$ cat config.mk
export PLATFORM = sky130hd
export DESIGN_NAME = thermal_governor
export DESIGN_NICKNAME = d
export VERILOG_FILES = /design/src/rtl/thermgov_pkg.sv /design/src/rtl/tsense_serial_rx.sv /design/src/rtl/tcode_decode.sv /design/src/rtl/mult_governor.sv /design/src/rtl/thermal_governor.sv
export SDC_FILE = /design/constraint.sdc
export NUM_CORES = 1
export LEC_CHECK = 0
export BUFFER_PORTS_ARGS = -buffer_cell sky130_fd_sc_hd__buf_2
export CAP_MARGIN = 40
export CORE_ASPECT_RATIO = 0.75
export CORE_MARGIN = 8
export CORE_UTILIZATION = 50
export DETAILED_ROUTE_END_ITERATION = 6
export PLACE_DENSITY = 0.71
export REMOVE_ABC_BUFFERS = 1
export SLEW_MARGIN = 20
export SYNTH_ARGS = -nofsm -noshare
export SYNTH_HDL_FRONTEND = slang
export SYNTH_SLANG_ARGS = --single-unit
$ cat constraint.sdc
create_clock -name clk -period 8.83 [get_ports clk]
set_input_delay 0.883 -clock clk [delete_from_list [all_inputs] [get_ports clk]]
set_output_delay 0.883 -clock clk [all_outputs]
set_load 0.1 [all_outputs]
$ cat src/rtl/thermgov_pkg.sv
package thermgov_pkg;

    localparam int NCH          = 2;
    localparam int CODE_W       = 16;
    localparam int FRAC_DROP    = 2;
    localparam int Q_W          = CODE_W - FRAC_DROP;
    localparam int DEG_SH       = 5;
    localparam int DEG_W        = Q_W + 1 - DEG_SH;
    localparam int LEAD_PULSES  = 2;
    localparam int TAIL_PULSES  = 2;
    localparam int FRAME_PULSES = LEAD_PULSES + CODE_W + TAIL_PULSES;

    localparam logic [Q_W:0] ROUND_BIAS = (Q_W + 1)'(1 << (DEG_SH - 1));

    typedef enum logic [1:0] {
        PH_LEAD,
        PH_DATA,
        PH_TAIL
    } frame_ph_e;

    typedef struct packed {
        logic                    ok;
        logic signed [Q_W-1:0]   q5;
        logic signed [DEG_W-1:0] deg;
    } reading_t;

    function automatic logic code_ok(input logic [CODE_W-1:0] c);
        return (c != '0) && (c != '1);
    endfunction

    // arithmetic shift right, truncated to the surviving bits
    function automatic logic signed [Q_W-1:0] code_to_q(input logic [CODE_W-1:0] c);
        return $signed(c[CODE_W-1:FRAC_DROP]);
    endfunction

    // nearest whole degree, halves upward
    function automatic logic signed [DEG_W-1:0] q_to_deg(input logic signed [Q_W-1:0] q);
        logic [Q_W:0] sum;
        sum = {q[Q_W-1], q} + ROUND_BIAS;
        return $signed(sum[Q_W:DEG_SH]);
    endfunction

endpackage

$ cat src/rtl/tsense_serial_rx.sv
module tsense_serial_rx
    import thermgov_pkg::*;
#(
    parameter int HALF_CYC = 2
) (
    input  logic                         clk,
    input  logic                         rst,
    input  logic [NCH-1:0]               sdat,
    output logic                         sclk,
    output logic                         scs_n,
    output logic                         frame_done,
    output logic [NCH-1:0][CODE_W-1:0]   codes
);

    localparam int IDX_W = $clog2(FRAME_PULSES);
    localparam int HC_W  = (HALF_CYC > 1) ? $clog2(HALF_CYC) : 1;

    logic [IDX_W-1:0] idx;
    logic [HC_W-1:0]  hcnt;
    logic             hi;
    logic             end_half;
    frame_ph_e        ph;

    assign end_half = (hcnt == HC_W'(HALF_CYC - 1));

    always_comb begin
        if (idx < IDX_W'(LEAD_PULSES))
            ph = PH_LEAD;
        else if (idx < IDX_W'(LEAD_PULSES + CODE_W))
            ph = PH_DATA;
        else
            ph = PH_TAIL;
    end

    always_ff @(posedge clk) begin
        if (rst) begin
            idx        <= '0;
            hcnt       <= '0;
            hi         <= 1'b0;
            frame_done <= 1'b0;
            codes      <= '0;
        end else begin
            frame_done <= 1'b0;
            if (end_half) begin
                hcnt <= '0;
                hi   <= ~hi;
                if (hi) begin
                    if (ph == PH_DATA) begin
                        for (int c = 0; c < NCH; c++)
                            codes[c] <= {codes[c][CODE_W-2:0], sdat[c]};
                    end
                    if (idx == IDX_W'(FRAME_PULSES - 1)) begin
                        idx        <= '0;
                        frame_done <= 1'b1;
                    end else begin
                        idx <= idx + 1'b1;
                    end
                end
            end else begin
                hcnt <= hcnt + 1'b1;
            end
        end
    end

    assign sclk  = hi;
    assign scs_n = (ph != PH_DATA);

endmodule

$ cat src/rtl/tcode_decode.sv
module tcode_decode
    import thermgov_pkg::*;
(
    input  logic [CODE_W-1:0] code,
    output reading_t          rd
);

    logic signed [Q_W-1:0] q;

    always_comb begin
        q      = code_to_q(code);
        rd.ok  = code_ok(code);
        rd.q5  = rd.ok ? q : '0;
        rd.deg = rd.ok ? q_to_deg(q) : '0;
    end

endmodule

$ cat src/rtl/mult_governor.sv
module mult_governor
    import thermgov_pkg::*;
#(
    parameter int MULT_W   = 8,
    parameter int DEF_MULT = 100
) (
    input  logic                    clk,
    input  logic                    rst,
    input  logic                    upd,
    input  logic                    tick,
    input  reading_t                smp,
    input  logic signed [DEG_W-1:0] target,
    input  logic [DEG_W-2:0]        hyst,
    input  logic [MULT_W-1:0]       abs_max,
    output logic [MULT_W-1:0]       mult,
    output logic [MULT_W-1:0]       cap
);

    localparam int CMP_W = DEG_W + 2;

    logic signed [CMP_W-1:0] deg_x, tgt_x, hys_x, hot_th, cold_th;
    logic [MULT_W-1:0]       nxt;
    logic                    cut_ok;

    always_comb begin
        deg_x   = {{2{smp.deg[DEG_W-1]}}, smp.deg};
        tgt_x   = {{2{target[DEG_W-1]}}, target};
        hys_x   = {3'b000, hyst};
        hot_th  = tgt_x + hys_x;
        cold_th = tgt_x - hys_x;
        nxt     = (mult > MULT_W'(1)) ? mult - 1'b1 : MULT_W'(1);
    end

    always_ff @(posedge clk) begin
        if (rst) begin
            mult   <= MULT_W'(DEF_MULT);
            cap    <= MULT_W'(DEF_MULT);
            cut_ok <= 1'b1;
        end else begin
            if (tick)
                cut_ok <= 1'b1;
            if (upd && smp.ok) begin
                if (deg_x > hot_th) begin
                    if (cut_ok) begin
                        mult   <= nxt;
                        cap    <= nxt;
                        cut_ok <= 1'b0;
                    end
                end else if ((cap < abs_max) && (deg_x < tgt_x)) begin
                    if (deg_x < cold_th)
                        cap <= abs_max;
                    else if (mult == cap)
                        cap <= cap + 1'b1;
                end
            end
        end
    end

endmodule

$ cat src/rtl/thermal_governor.sv
module thermal_governor
    import thermgov_pkg::*;
#(
    parameter int HALF_CYC = 2,
    parameter int MULT_W   = 8,
    parameter int DEF_MULT = 100
) (
    input  logic                         clk,
    input  logic                         rst,
    input  logic [NCH-1:0]               sens_dat,
    input  logic                         tick_1s,
    input  logic signed [DEG_W-1:0]      target_deg,
    input  logic [DEG_W-2:0]             hyst_deg,
    input  logic [MULT_W-1:0]            abs_max_mult,
    output logic                         sens_clk,
    output logic                         sens_cs_n,
    output logic [NCH-1:0][Q_W-1:0]      temp_q5,
    output logic [NCH-1:0][MULT_W-1:0]   mult,
    output logic [NCH-1:0][MULT_W-1:0]   cap,
    output logic [NCH-1:0][MULT_W:0]     clk_mhz
);

    logic                       frame_done;
    logic [NCH-1:0][CODE_W-1:0] codes;

    tsense_serial_rx #(.HALF_CYC(HALF_CYC)) u_rx (
        .clk        (clk),
        .rst        (rst),
        .sdat       (sens_dat),
        .sclk       (sens_clk),
        .scs_n      (sens_cs_n),
        .frame_done (frame_done),
        .codes      (codes)
    );

    for (genvar g = 0; g < NCH; g++) begin : g_ch
        reading_t rdg;

        tcode_decode u_dec (
            .code (codes[g]),
            .rd   (rdg)
        );

        always_ff @(posedge clk) begin
            if (rst)
                temp_q5[g] <= '0;
            else if (frame_done)
                temp_q5[g] <= rdg.q5;
        end

        mult_governor #(.MULT_W(MULT_W), .DEF_MULT(DEF_MULT)) u_gov (
            .clk     (clk),
            .rst     (rst),
            .upd     (frame_done),
            .tick    (tick_1s),
            .smp     (rdg),
            .target  (target_deg),
            .hyst    (hyst_deg),
            .abs_max (abs_max_mult),
            .mult    (mult[g]),
            .cap     (cap[g])
        );

        assign clk_mhz[g] = {mult[g], 1'b0};
    end

endmodule

**After elaboration in Yosys (flattened, before gate mapping)**

Cells that the tools add are included.

- Add/sub/neg operators: 10
- Magnitude comparators: 12
- Eq/ne operators: 9
- Muxes and demuxes: 28
- Bitwise operators: 2
- Reductions and logical operators: 20

Operator list:

| operator | count |
|---|---|
| 8-bit two-way mux | 12 |
| 16-bit != test, second input constant | 2 |
| 16-bit nonzero test | 2 |
| 14-bit by 6-bit adder with 15-bit output, second input constant | 2 |
| 14-bit two-way mux | 2 |
| 10-bit by 11-bit > comparator with 1-bit output | 2 |
| 10-bit by 11-bit < comparator with 1-bit output | 2 |
| 10-bit < comparator | 2 |
| 10-bit two-way mux | 2 |
| 8-bit by 1-bit adder with 8-bit output, second input constant | 2 |
| 8-bit == test | 2 |
| 8-bit by 1-bit > comparator with 1-bit output, second input constant | 2 |
| 8-bit < comparator | 2 |
| 8-bit by 1-bit subtractor with 8-bit output, second input constant | 2 |
| 10-bit by 10-bit adder with 11-bit output | 1 |
| 10-bit by 10-bit subtractor with 11-bit output | 1 |
| 1-bit two-way mux | 9 |
| 3-bit AND reduction | 3 |
| 4-bit AND reduction | 2 |
| 1-bit logical AND | 6 |
| 2-bit by 1-bit != test with 1-bit output, second input constant | 3 |
| 3-bit nonzero test | 2 |
| 5-bit by 1-bit adder with 5-bit output, second input constant | 1 |
| 5-bit == test, second input constant | 1 |
| other kinds (11) | 14 |

- Register bits after elaboration: 102
- Input port bits: 32
- Output and inout port bits: 80

**Logic depth before layout (Yosys ltp)**

Gate-level depths: netlist (run 1).

- Depth in word-level cells: 7
- Gate-level depth with buffers: 20
- Gate-level depth less buffers: 18

**Hierarchy**

From an unflattened synthesis (run 1), not the netlist that was laid out.

- Cells, all modules: 1118
- Area, all modules: 9449.1 um^2

By module, submodules not included:

| module | times used | cells an instance | area an instance (um^2) | seq. area each (um^2) |
|---|---|---|---|---|
| mult_governor at g_ch[1].u_gov | 1 | 369 | 2937.8 | 340.3 |
| mult_governor at g_ch[0].u_gov | 1 | 368 | 2881.5 | 340.3 |
| tsense_serial_rx | 1 | 148 | 1620.3 | 800.8 |
| thermal_governor | 1 | 109 | 1151.1 | 560.5 |
| tcode_decode | 2 | 62 | 429.2 | 0.0 |

**Worst setup path after synthesis (run 1)**

No wires, ideal clock.

- Path kind: input to register
- Start: input port target_deg[0]
- End: register g_ch[1].u_gov.cap[6]
- Setup time: 124 ps
- Data arrival time: 4380 ps
- Data required time: 8706 ps
- Setup slack: 4326 ps
- Stages: 17
- Cell sequence: inv_1 > ha_1 > inv_1 > fa_1 > a211oi_1 > nor2_1 > o221ai_1 > nor2b_1 > xnor2_1 > ha_1 > a21oi_1 > a21oi_1 > or2_2 > a221oi_4 > o221ai_1 > and2_1 > a2111o_1

- Longest elaborated chain between the ends: 5
- Elaborated cells on any way between the ends: 13

Ends and longest elaborated chain:

| what | RTL line | text |
|---|---|---|
| start, declared | thermal_governor.sv:12 | `input logic signed [DEG_W-1:0] target_deg,` |
| 10-bit by 10-bit subtractor with 11-bit output | mult_governor.sv:30 | `cold_th = tgt_x - hys_x;` |
| 10-bit by 11-bit < comparator with 1-bit output | mult_governor.sv:50 | `if (deg_x < cold_th)` |
| 8-bit two-way mux | mult_governor.sv:50 |  |
| 8-bit two-way mux | mult_governor.sv:49 | `end else if ((cap < abs_max) && (deg_x < tgt_x)) begin` |
| 8-bit two-way mux | mult_governor.sv:43 | `if (deg_x > hot_th) begin` |
| end signal, assigned | mult_governor.sv:46 | `cap <= nxt;` |
| end signal, assigned | mult_governor.sv:51 | `cap <= abs_max;` |
| end signal, assigned | mult_governor.sv:53 | `cap <= cap + 1'b1;` |
| end, declared | mult_governor.sv:16 | `output logic [MULT_W-1:0] cap` |

Several ways; a longest one is shown, not always the timed one. The select of a mux whose other input is x is not followed.
A chain may end at the register's enable or synchronous reset.

**Worst setup path after layout (run 1)**

Ends and elaborated chain as after synthesis.

==> metrics.cfg, run 1 <==
[sta]
rsz0062_at_grt = no
finalCritPeriodShare_pct = 58.0
fin_setup_tns_ns = 0
max_clock_freq_mhz = 195
period_needed_ns = 5.12
finalSetupViolCount = 0
relSlewSlack_pct = 39.4
drv_slew = 0
hold_viol_final = 0
fin_skew_ns = 0.00635
tightest_slew_ns = 0.910

[setup_path]
cpPeakStageDelay_ns = 0.48
crit_arrival_ns = 5.37
ff2ff_path_depth = 15
r2r_start = u_rx.codes[7]
regToRegEndpoint = g_ch[0].u_gov.cap[6]
required_ns = 9.08
crit_fanout = 12
cp-start-kind = input pin
crit_family = compound AO/OA/AOI/OAI gates
reg2reg_slack_ns = 4.09
crit_type = in -> reg
slowest_stage = o221ai_1
crit_chain = buf_2, inv_1, ha_1, inv_1, fa_1, a211oi_1, nor2_1, o221ai_1, nor2b_1, xnor2_1, ha_1, a21oi_1, a21oi_1, or2_2, a221oi_4, o221ai_1, and2_1, a2111o_1
endpoint_kind = flop
path_buf_inv = 3

[synthesis]
synth_commonest_cells = a21oi_1, nand2_1, dfxtp_1
ys.flop_type = dfxtp_1
synthMostInstantiatedCell = a21oi_1
async_flop_share_pct = 0
synth_compound_area_share_pct = 20.4
synth_area_sq_um = 8300
synth_area_leaders = dfxtp_1, ha_1, a21oi_1
synth_top_family_by_area = simple AND/OR/NAND/NOR gates
synth_top_area_share_pct = 24.6
synth_seq_cells = 102
ys_seq_area_share_pct = 24.6
synth_top_cell_by_area = dfxtp_1
synth_fa_ha_area_share_pct = 14.6
ys_types = 78
ys_warn_count = 0
syn_inst = 1074
synth-edff-count = 0
synth_xor_area_share_pct = 7.18
synthMuxAreaShare_pct = 1.70
synth-simple-area-share_pct = 24.1
avgSynthCellArea_sq_um = 7.73

[global_routing]
grt_pass1_wl_um = 35400
grt_overflow = 0
antenna_found_initial = 0
grt_max_degree = 69
track_usage_pct = 20.4
grt_pass1_vias = 6926

[routing]
via_per_inst = 5.76
num_vias = 7701
drtPass1Iterations = 5
wl_um = 22000
ant_nets = 0
dr.first_iter.drc_count = 657
wl_per_cell_um = 16.4
route.detailed.drc = 0

[floorplan]
dieArea_sq_um = 21000
io_pins = 112
core_sq_um = 16100
die_y_um = 128
initial_core_util_pct = 51.5
rows = 40
die_width_um = 165

[layout]
fillers = 1551
area_growth_pct = 10.4
final_area_sq_um = 9160
drive_gt1_share_pct = 14.1
final_nets = 1249
diodes = 0

[placement]
portBuffers = 109
dpl-instance-area_sq_um = 8810
hpwl_um = 16900
routabilityCongestion = 0.875

[clock_tree]
cts_made_buffers = 9
clock_sinks = 102
path_clk_slew_ns = 0.07
cts_setup_buffers = 0
cts_resized = 0
clock_path_buffers = 2
clock_tree.root_cell = clkbuf_16
cts_tree = done
cts_max_level = 3
clock_latency_ns = 0.36
cts_hold_buf = 0

[status]
run_status = finished, final reports clean

[min_path]
hold_path.startpoint = temp_q5[20]
min_to = temp_q5[20]
hold_class = reg -> reg
hold_depth = 2

[power]
pwr-share-comb_pct = 17.6
p_int_uw = 792
p_leak_uw = 0.00396
pwr-share-clk_pct = 40.5
switching_share_pct = 28.2
p_switching_uw = 311
power_density_nw_per_um2 = 120
seqPwrFrac_pct = 41.9
ir_drop_v = 0.0000859

[flow_run]
maxCapViolCount = 0

per-layer routing:
layer	track usage, %	wire, um	up-vias
met1	30.9	11200	3564
met3	3.98	1520	16
met4	4.55	208	0
li1	-	-	3877
met2	28.9	8990	244
met5	0	0	-
worst max-delay path by stage:
stage	to	from	cells past startpoint
floorplan	g_ch[0].u_gov.cap[3]	target_deg[0]	17
global placement	g_ch[1].u_gov.cap[6]	target_deg[0]	18
detailed placement	g_ch[1].u_gov.cap[6]	target_deg[0]	18
CTS	g_ch[1].u_gov.cap[6]	target_deg[0]	18
global route	g_ch[1].u_gov.cap[6]	target_deg[0]	18
finish	g_ch[1].u_gov.cap[6]	target_deg[0]	18
cell type report:
type | count | area, sq um | area share (%)
multi-input combinational | 835 | 5660 | 61.8
sequential | 102 | 2040 | 22.3
timing repair buffer | 118 | 651 | 7.10
tap | 210 | 263 | 2.87
clock buffer | 11 | 243 | 2.65
inverter | 57 | 214 | 2.34
clock inverter | 5 | 88.8 | 0.970
layout by cell type, fill, tap and decap left out, types with 9 or more instances in the layout:
cell | netlist | routed
a211oi_1 | 14 | 13
a21o_1 | 14 | 14
a21oi_1 | 110 | 110
buf_2 | 23 | 110
clkbuf_16 | 0 | 9
dfxtp_1 | 102 | 101
ha_1 | 92 | 92
inv_1 | 56 | 56
mux2i_1 | 13 | 13
nand2_1 | 107 | 107
nand2b_1 | 39 | 39
nand3_1 | 61 | 61
nand4_1 | 14 | 14
nor2_1 | 79 | 78
nor2b_1 | 15 | 15
nor3_1 | 19 | 19
nor4_1 | 12 | 12
o21ai_0 | 40 | 40
or2_2 | 9 | 9
xnor2_1 | 31 | 31
xor2_1 | 37 | 37
power groups by stage:
| stage | logic, uW | registers [uW] | clock network [uW] |
|---|---|---|---|
| 2_1_floorplan | 128 | 476 | 0 |
| 3_3_place_gp | 184 | 473 | 0 |
| 3_5_place_dp | 188 | 473 | 0 |
| 4_1_cts | 190 | 462 | 455 |
| 5_1_grt | 213 | 463 | 470 |
| 6_report | 194 | 462 | 447 |
cell families after synthesis:
logic type                 after synthesis
AOI/OAI and AO/OA                      258
xor gates and xnor gates                68
adders and majority gates               96
buffers and inverters                  138
DFF                                    102
muxes                                   14
other                                    1
and+or+nand+nor                        397
flip-flops by register name, indices dropped and copies added, names as in the netlist:
| signal | count |
|---|---|
| u_rx.codes | 32 |
| temp_q5 | 28 |
| g_ch.u_gov.cap | 16 |
| u_rx.sclk | 1 |
| u_rx.frame_done | 1 |
| g_ch.u_gov.mult | 16 |
| g_ch.u_gov.cut_ok | 2 |
| u_rx.idx | 5 |
| u_rx.end_half | 1 |
worst register-to-register path, stage by stage (launching register included):
cell and delay (ns):
dfxtp_1 0.53, ha_1 0.33, nand4_1 0.13, or4_1 0.66
nand2_1 0.21, nor2_1 0.12, ha_1 0.30, a21o_1 0.18
a21oi_1 0.18, o211ai_1 0.11, o21ai_0 0.21, maj3_1 0.56
nand4b_1 0.15, a2111o_1 0.49, a221oi_1 0.38, a31oi_1 0.07
stage by stage:
step | utilization, % | total power, uW | std cells | worst slack (ns) | hold WS (ns)
floorplan | - | 604 | 994 | 3.84 | 0.449
global placement | 54.3 | 657 | 1317 | 3.54 | 0.451
detailed placement | 54.7 | 661 | 1320 | 3.44 | 0.456
CTS | 56.7 | 1110 | 1336 | 3.79 | 0.468
global route | 56.8 | 1150 | 1338 | 3.32 | 0.485
finish | 56.8 | 1100 | 1338 | 3.71 | 0.464
Note: power is estimated with default switching activity, not from simulation.
==> run 2, diff against run 1 <==
==> constraint.sdc (replaced) <==
create_clock -name clk -period 4.95 [get_ports clk]
set_input_delay 0.495 -clock clk [delete_from_list [all_inputs] [get_ports clk]]
set_output_delay 0.495 -clock clk [all_outputs]
set_load 0.1 [all_outputs]
==> metrics.cfg, run 2 (synthesis results as in run 1) <==
[floorplan]
io_pins = 112
die_y_um = 128
die_width_um = 165
core_sq_um = 16100
initial_core_util_pct = 51.5
rows = 40
dieArea_sq_um = 21000

[global_routing]
antenna_found_initial = 0
grt_use_met1_pct = 30.9
grtUsageMet2_pct = 29.6
grt_overflow = 0
grt.busiest_layer = met1
grt_pass1_vias = 7060
grt_max_degree = 68
track_usage_pct = 20.6
gr-usage-met3_pct = 4.11
grt_pass1_wl_um = 35700

[clock_tree]
cts_max_level = 3
cts_setup_buffers = 0
clock_sinks = 102
clock_path_buffers = 2
cts_hold_buf = 0
path_clk_slew_ns = 0.07
clock_tree.root_cell = clkbuf_16
cts_tree = done
cts_resized = 0
clock_latency_ns = 0.36
cts_made_buffers = 9

[routing]
drtPass1Iterations = 5
wl_um = 22100
ant_nets = 0
via_per_inst = 5.75
dr.first_iter.drc_count = 665
route.detailed.drc = 0
wl_per_cell_um = 16.4
num_vias = 7733

[layout]
fillers = 1549
largest_reg_flops = 32
post-route-util_pct = 56.9
mostFrequentLayoutCells = buf_2, a21oi_1, nand2_1
final_nets = 1256
drive_gt1_share_pct = 14.6
instances_no_fill = 1345
area_growth_pct = 10.4
top_regs = u_rx.codes x32, temp_q5 x28
diodes = 0
regMostFlops = u_rx.codes
final_common_cell = buf_2

[setup_path]
crit_fanout = 17
crit_chain = ha_1, nand4_1, nor4_4, nor3_1, ha_1, nor2b_1, o21ai_0, a21oi_1, a211o_1, o2111ai_1, and3_4, o31a_1, a21oi_1, a2111o_1
crit_arrival_ns = 4.67
slowest_stage = nor4_4
r2r_start = u_rx.codes[22]
crit_type = reg -> reg
crit_family = compound AO/OA/AOI/OAI gates
cpPeakStageDelay_ns = 0.57
endpoint_kind = flop
path_buf_inv = 0
reg2reg_slack_ns = 0.52
cp-start-kind = flop
required_ns = 5.19
regToRegEndpoint = g_ch[1].u_gov.cap[6]
ff2ff_path_depth = 14

[sta]
finalCritPeriodShare_pct = 89.4
hold_ws_ns = 0.368
relSlewSlack_pct = 47.4
fin_skew_ns = 0.00622
rsz0062_at_grt = no
finalSetupViolCount = 0
fin_setup_tns_ns = 0
max_clock_freq_mhz = 226
tightest_slew_ns = 0.782
drv_slew = 0
period_needed_ns = 4.43
hold_viol_final = 0

[min_path]
min_to = u_rx.codes[16]
hold_depth = 3
hold_path.startpoint = sens_dat[1]
hold_class = in -> reg

[power]
ir_drop_v = 0.000134
p_leak_uw = 0.00397
power_density_nw_per_um2 = 205
power.total_uw = 1880

[placement]
portBuffers = 109
hpwl_um = 16900
place_inst = 1328
routabilityCongestion = 0.893

[flow_run]
maxCapViolCount = 0

[status]
run_status = finished, final reports clean

==> run 2: how the worst max path moves through the flow <==
stage,startpoint,to,slack (ns),depth (start not counted)
after global placement,target_deg[0],g_ch[1].u_gov.cap[6],0.40,18
final,u_rx.codes[22],g_ch[1].u_gov.cap[6],0.52,14
after floorplan,target_deg[0],g_ch[0].u_gov.cap[3],0.35,17
after global routing,u_rx.codes[22],g_ch[1].u_gov.cap[6],0.30,14
after detailed placement,target_deg[0],g_ch[1].u_gov.cap[6],0.29,18
after CTS,u_rx.codes[22],g_ch[1].u_gov.cap[6],0.59,14
==> run 2: worst min-delay path, stage by stage <==
cell	delay (ns)
buf_2	0.10
nand2_1	0.04
a21oi_1	0.05
==> run 2: area by class of cell <==
cell class | instances | area [sq um] | share of cell area, %
Multi-Input combinational cell | 835 | 5650 | 61.7
Sequential cell | 102 | 2040 | 22.3
Timing Repair Buffer | 125 | 701 | 7.65
Tap cell | 210 | 263 | 2.87
Clock buffer | 11 | 253 | 2.76
Inverter | 57 | 214 | 2.33
Clock inverter | 5 | 40.0 | 0.437
==> run 2: per-layer routing <==
layer | vias to the layer above | wire [um]
met3 | 13 | 1280
met2 | 240 | 9140
met4 | 0 | 180
met5 | - | 0
li1 | 3897 | -
met1 | 3583 | 11500
==> run 2: power breakdown <==
group	switching (uW)	internal, uW	leakage, uW
combinational	219	129	0.00301
sequential	2.89	822	0.000823
clock	335	373	0.000140
==> run 2: stage by stage <==
step / area [sq um] / setup WS (ns)
2_1_floorplan: 7900 / 0.349
3_3_place_gp: 8800 / 0.397
3_5_place_dp: 8860 / 0.287
4_1_cts: 9160 / 0.589
5_1_grt: 9170 / 0.296
6_report: 9170 / 0.522
